===== src/rtl/sarf_pkg.sv =====
package sarf_pkg;
  typedef enum logic [1:0] {
    PH_IDLE  = 2'd0,
    PH_OPEN  = 2'd1,
    PH_CLOSE = 2'd2
  } ref_phase_t;
endpackage


===== src/rtl/sarf_refresh_ctr.sv =====
module sarf_refresh_ctr
  import sarf_pkg::*;
#(
  parameter int NUM_SUB      = 8,
  parameter int ROWS_PER_SUB = 4,
  parameter int TRFC         = 8,
  parameter int TRP          = 3,
  localparam int SA_W  = $clog2(NUM_SUB),
  localparam int IN_W  = $clog2(ROWS_PER_SUB),
  localparam int ROW_W = SA_W + IN_W
) (
  input  logic             clk,
  input  logic             rst,
  input  logic             ref_i,
  input  logic             sel_i,
  output logic             accept_o,
  output logic             active_o,
  output ref_phase_t       phase_o,
  output logic [ROW_W-1:0] ref_row_o,
  output logic [SA_W-1:0]  next_sa_o
);
  localparam int TM_W = $clog2(TRFC);

  logic [SA_W-1:0]  cnt_sa;
  logic [IN_W-1:0]  cnt_in;
  logic [ROW_W-1:0] ref_row;
  logic [TM_W-1:0]  timer;
  logic             active;

  assign accept_o  = ref_i && sel_i && !active;
  assign active_o  = active;
  assign ref_row_o = ref_row;
  assign next_sa_o = cnt_sa;

  always_comb begin
    if (!active)                  phase_o = PH_IDLE;
    else if (timer >= TM_W'(TRP)) phase_o = PH_OPEN;
    else                          phase_o = PH_CLOSE;
  end

  always_ff @(posedge clk) begin
    if (rst) begin
      cnt_sa  <= '0;
      cnt_in  <= '0;
      ref_row <= '0;
      timer   <= '0;
      active  <= 1'b0;
    end else if (active) begin
      if (timer == '0) active <= 1'b0;
      else             timer  <= timer - 1'b1;
    end else if (accept_o) begin
      active  <= 1'b1;
      timer   <= TM_W'(TRFC - 1);
      ref_row <= {cnt_sa, cnt_in};
      cnt_sa  <= cnt_sa + 1'b1;
      if (cnt_sa == SA_W'(NUM_SUB - 1)) cnt_in <= cnt_in + 1'b1;
    end
  end

  initial begin
    assert (TRFC > TRP && TRP >= 1);
    assert ((1 << SA_W) == NUM_SUB && NUM_SUB >= 2);
    assert ((1 << IN_W) == ROWS_PER_SUB && ROWS_PER_SUB >= 2);
  end

  a_r4_expire: assert property (@(posedge clk) disable iff (rst)
    (active && timer == '0) |=> !active);
  a_r3_advance: assert property (@(posedge clk) disable iff (rst)
    accept_o |=> (cnt_sa != $past(cnt_sa)));
  a_r10_no_sel: assert property (@(posedge clk) disable iff (rst)
    (!active && !(ref_i && sel_i)) |=> (!active && $stable(cnt_sa) && $stable(cnt_in)));
endmodule


===== src/rtl/sarf_act_reg.sv =====
module sarf_act_reg #(
  parameter int SA_W  = 3,
  parameter int ROW_W = 5
) (
  input  logic             clk,
  input  logic             rst,
  input  logic             act_i,
  input  logic             pre_i,
  input  logic [ROW_W-1:0] act_row_i,
  input  logic             blk_valid_i,
  input  logic [SA_W-1:0]  blk_sa_i,
  output logic             open_o,
  output logic [ROW_W-1:0] row_o,
  output logic             err_o
);
  logic clash;
  assign clash = blk_valid_i && (act_row_i[ROW_W-1 -: SA_W] == blk_sa_i);

  always_ff @(posedge clk) begin
    if (rst) begin
      open_o <= 1'b0;
      row_o  <= '0;
      err_o  <= 1'b0;
    end else begin
      err_o <= 1'b0;
      if (open_o) begin
        if (pre_i) open_o <= 1'b0;
      end else if (act_i) begin
        if (clash) err_o <= 1'b1;
        else begin
          open_o <= 1'b1;
          row_o  <= act_row_i;
        end
      end
    end
  end

  a_r8_conflict_ignored: assert property (@(posedge clk) disable iff (rst)
    err_o |-> (open_o == $past(open_o)));
  a_r7_act_when_open: assert property (@(posedge clk) disable iff (rst)
    (open_o && !pre_i) |=> (open_o && $stable(row_o)));
endmodule


===== src/rtl/subarray_refresh_rowfe.sv =====
module subarray_refresh_rowfe
  import sarf_pkg::*;
#(
  parameter int NUM_SUB      = 8,
  parameter int ROWS_PER_SUB = 4,
  parameter int TRFC         = 8,
  parameter int TRP          = 3,
  localparam int SA_W  = $clog2(NUM_SUB),
  localparam int ROW_W = SA_W + $clog2(ROWS_PER_SUB)
) (
  input  logic                     clk,
  input  logic                     rst,
  input  logic                     act_i,
  input  logic                     pre_i,
  input  logic                     ref_i,
  input  logic                     subrank_sel_i,
  input  logic [ROW_W-1:0]         act_row_i,
  output logic [NUM_SUB*ROW_W-1:0] sa_row_o,
  output logic [NUM_SUB-1:0]       sa_busy_o,
  output logic [NUM_SUB-1:0]       sa_wl_o,
  output logic [NUM_SUB-1:0]       sa_csl_inhibit_o,
  output logic                     act_conflict_o
);
  logic             ref_accept, ref_active;
  ref_phase_t       ref_phase;
  logic [ROW_W-1:0] ref_row, act_row;
  logic [SA_W-1:0]  next_sa, ref_sa, act_sa, blk_sa;
  logic             act_open;

  sarf_refresh_ctr #(
    .NUM_SUB(NUM_SUB), .ROWS_PER_SUB(ROWS_PER_SUB), .TRFC(TRFC), .TRP(TRP)
  ) u_ref (
    .clk(clk), .rst(rst), .ref_i(ref_i), .sel_i(subrank_sel_i),
    .accept_o(ref_accept), .active_o(ref_active), .phase_o(ref_phase),
    .ref_row_o(ref_row), .next_sa_o(next_sa)
  );

  assign ref_sa = ref_row[ROW_W-1 -: SA_W];
  assign blk_sa = ref_active ? ref_sa : next_sa;

  sarf_act_reg #(.SA_W(SA_W), .ROW_W(ROW_W)) u_act (
    .clk(clk), .rst(rst), .act_i(act_i), .pre_i(pre_i), .act_row_i(act_row_i),
    .blk_valid_i(ref_active || ref_accept), .blk_sa_i(blk_sa),
    .open_o(act_open), .row_o(act_row), .err_o(act_conflict_o)
  );

  assign act_sa = act_row[ROW_W-1 -: SA_W];

  for (genvar i = 0; i < NUM_SUB; i++) begin : g_sub
    logic use_ref, holds_act;
    assign use_ref   = ref_active && (ref_sa == SA_W'(i));
    assign holds_act = act_open && (act_sa == SA_W'(i));
    assign sa_row_o[i*ROW_W +: ROW_W] = use_ref ? ref_row : act_row;
    assign sa_busy_o[i]        = use_ref || holds_act;
    assign sa_csl_inhibit_o[i] = use_ref;
    assign sa_wl_o[i]          = (use_ref && ref_phase == PH_OPEN) || holds_act;
  end

  a_r4_inhibit_single: assert property (@(posedge clk) disable iff (rst)
    $onehot0(sa_csl_inhibit_o));
  a_r9_busy_limit: assert property (@(posedge clk) disable iff (rst)
    $countones(sa_busy_o) <= 2);
  a_r6_release: assert property (@(posedge clk) disable iff (rst)
    $fell(ref_active) |-> (sa_csl_inhibit_o == '0));
endmodule


===== config.mk =====
export PLATFORM = sky130hd
export DESIGN_NAME = subarray_refresh_rowfe
export DESIGN_NICKNAME = d
export VERILOG_FILES = /design/src/rtl/sarf_pkg.sv /design/src/rtl/sarf_refresh_ctr.sv /design/src/rtl/sarf_act_reg.sv /design/src/rtl/subarray_refresh_rowfe.sv
export SDC_FILE = /design/constraint.sdc
export NUM_CORES = 1
export LEC_CHECK = 0
export BUFFER_PORTS_ARGS = -buffer_cell sky130_fd_sc_hd__buf_2
export CAP_MARGIN = 10
export CORE_ASPECT_RATIO = 0.9
export CORE_MARGIN = 2
export CORE_UTILIZATION = 49
export DETAILED_ROUTE_END_ITERATION = 6
export HOLD_SLACK_MARGIN = 0.15
export PLACE_DENSITY_LB_ADDON = 0.1
export RECOVER_POWER = 100
export SETUP_SLACK_MARGIN = 0.15
export SLEW_MARGIN = 20
export SYNTH_ARGS = -nofsm -noshare
export SYNTH_HDL_FRONTEND = slang
export SYNTH_SLANG_ARGS = --single-unit

===== constraint.sdc =====
create_clock -name clk -period 1.5 [get_ports clk]
set_input_delay 0.075 -clock clk [delete_from_list [all_inputs] [get_ports clk]]
set_output_delay 0.075 -clock clk [all_outputs]
set_load 0.05 [all_outputs]

==> results of run 1 <==
-- per-stage QoR --
stage | setup WS [ns] | utilization, %
floorplan | -0.05114 | -
global placement | 0.003807 | 66.32
detailed placement | -0.01381 | 66.32
CTS | -0.06805 | 90.96
-- cells by family after synthesis --
| logic type | count (synthesis) | synth area share (%) |
|---|---|---|
| adders and majority gates | 5 | 3.399 |
| xor gates and xnor gates | 7 | 4.147 |
| AOI/OAI and AO/OA | 39 | 14.00 |
| muxes | 12 | 8.566 |
| DFF | 21 | 22.84 |
| buffers and inverters | 33 | 9.653 |
| and+or+nand+nor | 123 | 37.39 |
-- what timing repair did --
action	4_1_cts
setup endpoints to repair	73
buffers inserted	18
hold buffers	1
pin swaps	10
gates resized for setup	209
endpoints found under the hold margin	1
==> metrics.cfg, run 1 <==
[floorplanning]
die_w_um = 68.60
io_pins = 76
start_util_pct = 50.39
die_h_um = 62.14
num_rows = 21

[synth]
synthTopCellsByArea = dfxtp_1 (23%), nand2_1 (8.6%), mux2_2 (6.1%)
ys_types = 45
yosys_register_bits = 21
netlist_instances = 240
ys_seq_area_share_pct = 22.84
syn_nets = 256
synth_most_common_cell = nand2_1
syn_area_um2 = 1841
synth_edf_count = 0
synth_top_area_share_pct = 22.84
ys.flop_type = dfxtp_1
synth_commonest_cells = nand2_1 (42), dfxtp_1 (21), nand2b_1 (15)
ys_async_sr_fraction_pct = 0
synth_top_area_cell = dfxtp_1
synth.avg_cell_area_um2 = 7.669
ys_warn_count = 0

[placement]
dp.cells = 362
post_dp_cell_area_um2 = 2422
dpl.hpwl_mm = 3.840
gp_congestion = 0.8375
port_buffers = 75

[sta]
endpoint_type = output port
grt_worst_setup_endpoint = sa_row_o[15]

[run_status]
status = did not finish
first-error = [ERROR DPL-0038] Utilization greater than 100%, impossible to legalize
lastStage = global routing

[cts]
cts_sinks = 21
htreeDepth = 1
tritoncts.num_buffers = 3
cts_buffer_depth = 2
root_buffer = clkbuf_8

[global_routing]
grt_max_degree = 15

==> inputs of run 2 (changes only) <==
--- a/config.mk
+++ b/config.mk
@@ -7,14 +7,11 @@
 export LEC_CHECK = 0
 export BUFFER_PORTS_ARGS = -buffer_cell sky130_fd_sc_hd__buf_2
 export CAP_MARGIN = 10
-export CORE_ASPECT_RATIO = 0.9
 export CORE_MARGIN = 2
-export CORE_UTILIZATION = 49
+export CORE_UTILIZATION = 35
 export DETAILED_ROUTE_END_ITERATION = 6
-export HOLD_SLACK_MARGIN = 0.15
-export PLACE_DENSITY_LB_ADDON = 0.1
+export PLACE_DENSITY_LB_ADDON = 0.15
 export RECOVER_POWER = 100
-export SETUP_SLACK_MARGIN = 0.15
 export SLEW_MARGIN = 20
 export SYNTH_ARGS = -nofsm -noshare
 export SYNTH_HDL_FRONTEND = slang
==> metrics.cfg, run 2 <==
[sta]
min_period_ns = 1.598
finalMaxSlewViolations = 0
tightest_slew_ns = 0.5895
finClkSkew_ns = 0.005520
grt_setup_unrepaired = true
tns_ns = -0.9584
setup_violations = 20
max_clock_freq_ghz = 0.6258
slew_headroom_pct = 60.87
min_period_over_period_pct = 106.5
setup_ws_ns = -0.09792
hold_viol = 0
whs_ns = 0.09869

[layout]
fillers = 418
synthToLayoutAreaGrowth_pct = 76.68
final_net_count = 349
fin_area_um2 = 3252
antenna_cells = 0
final_common_cell = buf_6
most-common-layout-cells = buf_6 (41), nand2_1 (36), buf_4 (33), buf_8 (16), buf_2 (15)
layout-drive-gt1-share_pct = 57.23

[cts]
clk-insertion-delay-late_ns = 0.26
root_buffer = clkbuf_8
cts_buffer_depth = 2  ; unchanged
htreeDepth = 1  ; unchanged
tritoncts.num_buffers = 3  ; unchanged
cts_sinks = 21  ; unchanged
path_clk_slew_ns = 0.08
cts_tree = yes
cts-hold-fix-buffers = 0  ; -1

[global_routing]
grt_overflow = 0
antenna_found_initial = 0
grt_pass1_wl_mm = 9.349
grt_use_total_pct = 19.03
grt_pass1_vias = 1929
grt_max_degree = 15

[min_path]
hold_end = u_act.open_o
hp-class = primary input to register
worstHoldStart = pre_i
min_path_cells = 3

[critical_path]
path_cells = nand4b_1 > mux2_2 > buf_4
max_stage_delay_ns = 0.40
critPathSlowestCell = dfxtp_4
required_ns = 1.42
reg2reg_slack_ns = 0.01
crit_arrival_ns = 1.52
critPathCaptureType = primary output
cp_max_fo = 8
r2r_start = u_ref.active_o
setup.worst_path.class = register to primary output
reg2reg_depth = 5
reg2reg_to = u_act.row_o[1]
cp-start-kind = register

[synth]
synth_commonest_cells = nand2_1 (42), dfxtp_1 (21), nand2b_1 (15)
ys_types = 45  ; unchanged
ys_seq_area_share_pct = 22.84  ; unchanged
synth_top_area_cell = dfxtp_1
yosys_register_bits = 21  ; unchanged
yosys-mux-area-fraction_pct = 8.566  ; unchanged
ys_warn_count = 0  ; unchanged
synth-xor-area-share_pct = 4.147  ; unchanged
syn_area_um2 = 1841  ; unchanged
synth_most_common_cell = nand2_1
synth-compound-area-share_pct = 14.00  ; unchanged
syn_nets = 256  ; unchanged
synth-simple-area-share_pct = 37.39  ; unchanged
synth_top_family_by_area = simple AND/OR/NAND/NOR gates
synth_fa_ha_area_share_pct = 3.399  ; unchanged
netlist_instances = 240  ; unchanged
ys.flop_type = dfxtp_1
synth_edf_count = 0  ; unchanged
ys_async_sr_fraction_pct = 0  ; unchanged
synthTopCellsByArea = dfxtp_1 (23%), nand2_1 (8.6%), mux2_2 (6.1%)
synth_top_area_share_pct = 22.84  ; unchanged
synth.avg_cell_area_um2 = 7.669  ; unchanged

[power_and_ir_drop]
finalPower_mw = 2.463
powerDensity_nw_per_um2 = 757.5
ir_drop_mv = 0.4292
cellLeakagePower_nw = 1.465

[floorplanning]
die_area_um2 = 5855
num_rows = 26  ; +24%
io_pins = 76  ; unchanged
die_h_um = 76.52  ; +23%
start_util_pct = 36.27  ; -14 points
fp.coreArea_um2 = 5075
die_w_um = 76.52  ; +12%

[route]
num_vias = 2071
drcViolationCount = 0
firstDrtPassIters = 4
routedWlPerCell_um = 15.83
postRouteAntennaNets = 0
wirelength_mm = 6.364
avgViaCountPerCell = 5.152
drtIter0Drc = 58

[placement]
dpl.hpwl_mm = 4.009  ; +4.4%
gp_congestion = 0.8258  ; -1.4%
port_buffers = 75  ; unchanged
pre_cts_ws_ns = -0.08875  ; -0.07494 ns
post_dp_cell_area_um2 = 2442  ; +0.83%

[run_status]
status = finished, violations left
failed_checks = setup timing

[job]
max_cap_viol_count = 0

## run 2: per-stage QoR
step | utilization [%] | std cells
global route | 64.08 | 402
floorplan | - | 240
CTS | 57.47 | 399
detailed placement | 48.13 | 390
finish | 64.08 | 402
global placement | 48.13 | 390
## run 2: cell families after synthesis
kind of cell	after synthesis
AOI/OAI and AO/OA	39
xor gates and xnor gates	7
adders and majority gates	5
buffers and inverters	33
DFF	21
muxes	12
and+or+nand+nor	123
## run 2: per-layer routing
metal / track usage [%] / wire length (µm) / vias up
met1: 23.02 / 2618 / 1003
met5: 0 / 0 / -
met3: 2.725 / 289 / 5
li1: - / - / 990
met2: 35.84 / 3386 / 73
met4: 3.273 / 70 / 0
## run 2: worst max path at each step
| stage | from | end | slack [ns] |
|---|---|---|---|
| floorplan | u_ref.ref_row_o[4] | sa_busy_o[1] | -0.35 |
| global placement | u_ref.active_o | u_act.row_o[0] | -0.05 |
| detailed placement | u_ref.active_o | u_act.row_o[4] | -0.09 |
| CTS | u_ref.ref_row_o[3] | sa_row_o[25] | -0.06 |
| global route | u_ref.active_o | sa_row_o[15] | -0.15 |
| finish | u_ref.ref_row_o[3] | sa_row_o[26] | -0.1 |
## run 2: final cells by class
| type | count | area (µm²) | share of cell area (%) |
|---|---|---|---|
| flip-flops and latches | 21 | 445.4 | 13.70 |
| clock inverters | 1 | 7.507 | 0.2309 |
| well taps | 70 | 87.58 | 2.693 |
| repair buffers | 111 | 1091 | 33.55 |
| clock buffers | 3 | 41.29 | 1.270 |
| inverters | 10 | 37.54 | 1.154 |
| multi-input cells | 186 | 1541 | 47.40 |
## run 2: critical path, delay by kind of cell, from the launching register on
family | cells | cell delay, ns
simple gates | 1 | 0.31
buf+inv | 1 | 0.19
flops | 1 | 0.40
mux | 1 | 0.36
## run 2: what timing repair did
action	4_1_cts	5_1_grt
gates resized for setup	122	90
pin swaps	7	10
endpoints found under the setup margin	72	71
buffers inserted	5	3
## run 2: report_power, final
group	switching [mW]	internal [mW]
Combinational	0.867	0.560
Sequential	0.0638	0.587
Clock	0.198	0.188
Total	1.13	1.34
Note: power is estimated with default switching activity, not from simulation.
==> inputs of run 3 (changes only) <==
--- a/config.mk
+++ b/config.mk
@@ -12,6 +12,7 @@
 export DETAILED_ROUTE_END_ITERATION = 6
 export PLACE_DENSITY_LB_ADDON = 0.15
 export RECOVER_POWER = 100
+export REMOVE_ABC_BUFFERS = 1
 export SLEW_MARGIN = 20
 export SYNTH_ARGS = -nofsm -noshare
 export SYNTH_HDL_FRONTEND = slang
==> metrics.cfg, run 3 (synthesis gave the netlist of run 2 again) <==
[critical_path]
path_cells = buf_6 > and2b_2 > nand3_4 > mux2_4 > buf_8
cp_num_buf_inv = 2  ; +1
critPathCaptureType = primary output
reg2reg_to = u_act.row_o[4]
reg2reg_depth = 6  ; +1
r2r_start = u_ref.active_o
cp-start-kind = register
max_stage_delay_ns = 0.33  ; -0.07 ns
cp.depth = 5  ; +2
setup.worst_path.class = register to primary output
required_ns = 1.42  ; about the same
crit_arrival_ns = 1.54  ; +0.02 ns
cp_max_fo = 5  ; -3
reg2reg_slack_ns = -0.01  ; -0.02 ns
critPathSlowestCell = dfxtp_2
crit_family = simple AND/OR/NAND/NOR gates

[layout]
final_net_count = 348  ; -0.29%
synthToLayoutAreaGrowth_pct = 63.22
antenna_cells = 0  ; unchanged
final_common_cell = buf_4
most-common-layout-cells = buf_4 (41), nand2_1 (40), buf_6 (32)
finish.utilization_pct = 59.20  ; -4.9 points
layout-drive-gt1-share_pct = 49.55  ; -7.7 points
fin_cells = 401  ; -0.25%

[placement]
port_buffers = 75  ; unchanged
gp_congestion = 0.8933  ; +8.2%
dpl.hpwl_mm = 3.984  ; -0.61%
dp.cells = 384  ; -1.5%

[sta]
setup_violations = 28  ; +40%
grt_setup_unrepaired = true
whs_ns = 0.07161  ; -0.02708 ns
finClkSkew_ns = 0.006482  ; +0.0009626 ns
max_clock_freq_ghz = 0.6184  ; -1.2%
tightest_slew_ns = 0.5904  ; +0.0008796 ns
finalMaxSlewViolations = 0  ; unchanged
min_period_over_period_pct = 107.8  ; +1.3 points
hold_viol = 0  ; unchanged
tns_ns = -1.044  ; -0.08510 ns
setup_ws_ns = -0.1172  ; -0.01924 ns
slew_headroom_pct = 60.81  ; about the same
min_period_ns = 1.617  ; +0.01924 ns

[route]
routedWlPerCell_um = 14.73  ; -7.0%
avgViaCountPerCell = 5.122  ; -0.57%
drcViolationCount = 0  ; unchanged
drtIter0Drc = 87  ; +50%
num_vias = 2054  ; -0.82%
postRouteAntennaNets = 0  ; unchanged
firstDrtPassIters = 4  ; unchanged
wirelength_mm = 5.906  ; -7.2%

[power_and_ir_drop]
finalPower_mw = 2.355  ; -4.4%
powerDensity_nw_per_um2 = 783.9  ; +3.5%
ir_drop_mv = 0.4320  ; +0.67%
cellLeakagePower_nw = 1.402  ; -4.3%

[global_routing]
grt_overflow = 0  ; unchanged
grt_pass1_vias = 1891  ; -2.0%
grt_pass1_wl_mm = 9.114  ; -2.5%
antenna_found_initial = 0  ; unchanged
grt_use_total_pct = 18.53  ; -0.50 points
grt_max_degree = 20  ; +5

[cts]
tritoncts.num_buffers = 3  ; unchanged
cts_buffer_depth = 2  ; unchanged
htreeDepth = 1  ; unchanged
cts_tree = yes
path_clk_slew_ns = 0.08  ; about the same
clk-insertion-delay-late_ns = 0.26  ; about the same
cts_sinks = 21  ; unchanged
root_buffer = clkbuf_8

[min_path]
hold_end = u_act.open_o
min_path_cells = 3  ; unchanged
hp-class = primary input to register
worstHoldStart = pre_i

[floorplanning]
io_pins = 76  ; unchanged
num_rows = 26  ; unchanged
fp.coreArea_um2 = 5075  ; unchanged
die_area_um2 = 5855  ; unchanged
die_h_um = 76.52  ; unchanged
die_w_um = 76.52  ; unchanged
start_util_pct = 36.27  ; unchanged

[run_status]
failed_checks = setup timing
status = finished, violations left

[job]
max_cap_viol_count = 0  ; unchanged

==> run 3: cell count changes in the layout (fill, tap and decap cells not counted), moves of 6 or more <==
cell	change
o21ai_1	-6
buf_6	-9
buf_4	+8
o21ai_0	+8
==> run 3: worst register-to-register path, delay by kind of cell, from the launching register on <==
family | cells | cell delay (ns)
buf+inv | 2 | 0.37
simple gates | 3 | 0.42
compound gates | 1 | 0.34
flops | 1 | 0.33
==> run 3: cell type report <==
type                       instances  area [µm²]
tap                               70       87.58
inverter                          10       40.04
multi-input combinational        186        1405
clock buffer                       4       45.04
sequential                        21       441.7
fill                             456        2071
timing repair buffer             110       984.7
==> run 3: worst max-delay path by stage <==
stage	from	endpoint	slack, ns
5_1_grt	u_ref.active_o	sa_row_o[15]	-0.16
6_report	u_ref.active_o	sa_row_o[15]	-0.12
3_3_place_gp	u_ref.ref_row_o[4]	sa_row_o[5]	0.05
4_1_cts	u_ref.active_o	sa_row_o[16]	-0.11
2_1_floorplan	u_ref.active_o	sa_wl_o[5]	-0.75
3_5_place_dp	u_ref.ref_row_o[4]	sa_row_o[6]	0.02
==> run 3: through the flow <==
stage | instance area, µm² | setup WS (ns)
2_1_floorplan | 1700 | -0.7464
3_3_place_gp | 2328 | 0.04575
3_5_place_dp | 2328 | 0.02183
4_1_cts | 2790 | -0.1107
5_1_grt | 3004 | -0.1640
6_report | 3004 | -0.1172
==> run 3: routing by layer <==
layer  vias to the layer above  GRT usage, %  part of all wire [%]
li1                        994             -                     -
met4                         0         5.818                   3.0
met1                       946         23.01                    42
met3                        15         3.081                   6.4
met5                         -             0                     0
met2                        99         32.57                    48
==> run 3: report_power, final <==
part           switching [mW]  internal (mW)
clock network           0.184          0.189
registers              0.0647          0.589
logic                   0.826          0.502
total                    1.07           1.28
==> run 3: what timing repair did <==
| item | in CTS | in global routing |
|---|---|---|
| endpoints found under the hold margin | 0 | 0 |
| gates resized for setup | 112 | 71 |
| hold buffers | 0 | 0 |
| pin swaps | 5 | 6 |
| buffers inserted | 11 | 2 |
| endpoints found under the setup margin | 61 | 68 |
==> inputs of run 4 (changes only) <==
--- a/config.mk
+++ b/config.mk
@@ -7,7 +7,6 @@
 export LEC_CHECK = 0
 export BUFFER_PORTS_ARGS = -buffer_cell sky130_fd_sc_hd__buf_2
 export CAP_MARGIN = 10
-export CORE_MARGIN = 2
 export CORE_UTILIZATION = 35
 export DETAILED_ROUTE_END_ITERATION = 6
 export PLACE_DENSITY_LB_ADDON = 0.15
==> metrics.cfg, run 4 (synthesis gave the netlist of run 2 again) <==
[run_status]
status = finished, violations left
failed_checks = setup timing

[sta]
max_clock_freq_ghz = 0.6287  ; +1.7%
tns_ns = -0.7252  ; +0.3183 ns
min_period_ns = 1.591  ; -0.02648 ns
grt_setup_unrepaired = true
tightest_slew_ns = 0.5901  ; -0.0002844 ns
finalMaxSlewViolations = 0  ; unchanged
min_period_over_period_pct = 106.0  ; -1.8 points
hold_viol = 0  ; unchanged
setup_violations = 24  ; -14%
finClkSkew_ns = 0.001569  ; -0.004913 ns
slew_headroom_pct = 60.83  ; about the same
setup_ws_ns = -0.09067  ; +0.02648 ns

[layout]
fin_cells = 398  ; -0.75%
finish.utilization_pct = 58.28  ; -0.91 points
most-common-layout-cells = nand2_1 (38), buf_4 (36), buf_6 (29), buf_2 (18)
antenna_cells = 0  ; unchanged
final_net_count = 345  ; -0.86%
final_common_cell = nand2_1
synthToLayoutAreaGrowth_pct = 60.71
layout-drive-gt1-share_pct = 52.13  ; +2.6 points

[global_routing]
grt_overflow = 0  ; unchanged
grt_pass1_vias = 1626  ; -14%
grt_max_degree = 20  ; unchanged
grt_pass1_wl_mm = 7.769  ; -15%
grt_use_total_pct = 17.79  ; -0.73 points
antenna_found_initial = 0  ; unchanged

[cts]
tritoncts.num_buffers = 3  ; unchanged
cts_sinks = 21  ; unchanged
htreeDepth = 1  ; unchanged
cts-hold-fix-buffers = 0  ; unchanged
path_clk_slew_ns = 0.08  ; about the same
cts_buffer_depth = 2  ; unchanged
root_buffer = clkbuf_8
clk-insertion-delay-late_ns = 0.25  ; about the same
cts_tree = yes

[power_and_ir_drop]
powerDensity_nw_per_um2 = 786.0  ; +0.26%
ir_drop_mv = 0.5440  ; +26%
cellLeakagePower_nw = 1.377  ; -1.7%
finalPower_mw = 2.325  ; -1.3%

[placement]
port_buffers = 75  ; unchanged
dp.cells = 380  ; -1.0%
gp_congestion = 0.8254  ; -7.6%
dpl.hpwl_mm = 3.794  ; -4.8%
pre_cts_ws_ns = 0.01777  ; -0.004061 ns

[min_path]
hold_end = u_act.open_o
hp-class = primary input to register
min_path_cells = 3  ; unchanged
worstHoldStart = pre_i

[route]
wirelength_mm = 5.745  ; -2.7%
routedWlPerCell_um = 14.43  ; -2.0%
drtIter0Drc = 78  ; -10%
num_vias = 2012  ; -2.0%
firstDrtPassIters = 4  ; unchanged
avgViaCountPerCell = 5.055  ; -1.3%
postRouteAntennaNets = 0  ; unchanged
drcViolationCount = 0  ; unchanged

[critical_path]
reg2reg_to = u_act.open_o
cp-start-kind = register
path_cells = buf_6 > and2b_2 > nand3_4 > mux2_4 > buf_8
cp_max_fo = 7  ; +2
reg2reg_depth = 6  ; unchanged
critPathCaptureType = primary output
r2r_start = u_ref.active_o
critPathSlowestCell = dfxtp_2
setup.worst_path.class = register to primary output
cp_num_buf_inv = 2  ; unchanged
crit_family = flip-flops
required_ns = 1.42  ; about the same
reg2reg_slack_ns = 0.03  ; +0.04 ns
crit_arrival_ns = 1.52  ; -0.02 ns
max_stage_delay_ns = 0.33  ; about the same

[floorplanning]
die_area_um2 = 5552  ; -5.2%
die_h_um = 74.52  ; -2.6%
io_pins = 76  ; unchanged
die_w_um = 74.52  ; -2.6%
start_util_pct = 36.27  ; unchanged
fp.coreArea_um2 = 5075  ; unchanged
num_rows = 26  ; unchanged

[job]
max_cap_viol_count = 0  ; unchanged

==> run 4: changes by cell type in the layout (fill, tap and decap cells not counted), moves of 2 or more <==
cell / previous run / this run
a22oi_1: 5 / 3
a22oi_2: 0 / 2
buf_2: 12 / 18
buf_4: 41 / 36
buf_6: 32 / 29
buf_8: 12 / 9
clkbuf_2: 1 / 5
inv_1: 9 / 6
inv_2: 0 / 4
nand2_1: 40 / 38
nand2_2: 2 / 4
o21ai_0: 8 / 5
o21ai_1: 1 / 3
==> run 4: worst min-delay path, stage by stage <==
cell and delay, ns:
buf_2 0.07, nand2b_1 0.09, a21oi_1 0.06
==> run 4: worst max-delay path by stage <==
stage	to	slack (ns)	depth (start not counted)	startpoint
2_1_floorplan	sa_wl_o[5]	-0.75	2	u_ref.active_o
3_3_place_gp	sa_row_o[35]	0.03	5	u_ref.ref_row_o[3]
3_5_place_dp	sa_row_o[36]	0.02	5	u_ref.ref_row_o[3]
4_1_cts	sa_row_o[15]	-0.09	5	u_ref.active_o
5_1_grt	sa_row_o[15]	-0.14	5	u_ref.active_o
6_report	sa_row_o[15]	-0.09	5	u_ref.active_o
==> run 4: metrics by stage <==
stage                     hold slack, ns  cell area [µm²]
after floorplan                   0.1412             1700
after global placement            0.3406             2298
after detailed placement          0.3500             2298
after CTS                        0.07653             2686
after global routing             0.08959             2958
final                            0.07032             2958
==> run 4: area by class of cell <==
type	count	area, µm²
Fill cell	458	2117
Timing Repair Buffer	107	910.9
Sequential cell	21	442.9
Multi-Input combinational cell	186	1434
Inverter	10	37.54
Tap cell	70	87.58
Clock buffer	4	45.04
==> run 4: per-layer routing <==
metal,track usage (%),share of wire [%],vias up
met2,32.33,50,71
li1,-,-,982
met3,1.220,5.7,9
met1,23.22,43,950
met5,0,0,-
met4,3.145,1.4,0
==> run 4: power breakdown <==
part | internal, mW | switching, mW | total (mW)
logic | 0.478 | 0.823 | 1.30
registers | 0.590 | 0.0639 | 0.654
clock network | 0.189 | 0.182 | 0.371
==> run 4: what timing repair did <==
action | 4_1_cts | 5_1_grt
buffers inserted | 9 | 5
endpoints found under the hold margin | 0 | 0
setup endpoints to repair | 56 | 61
cloned | 0 | 0
pin swaps | 6 | 8
gates resized for setup | 94 | 89
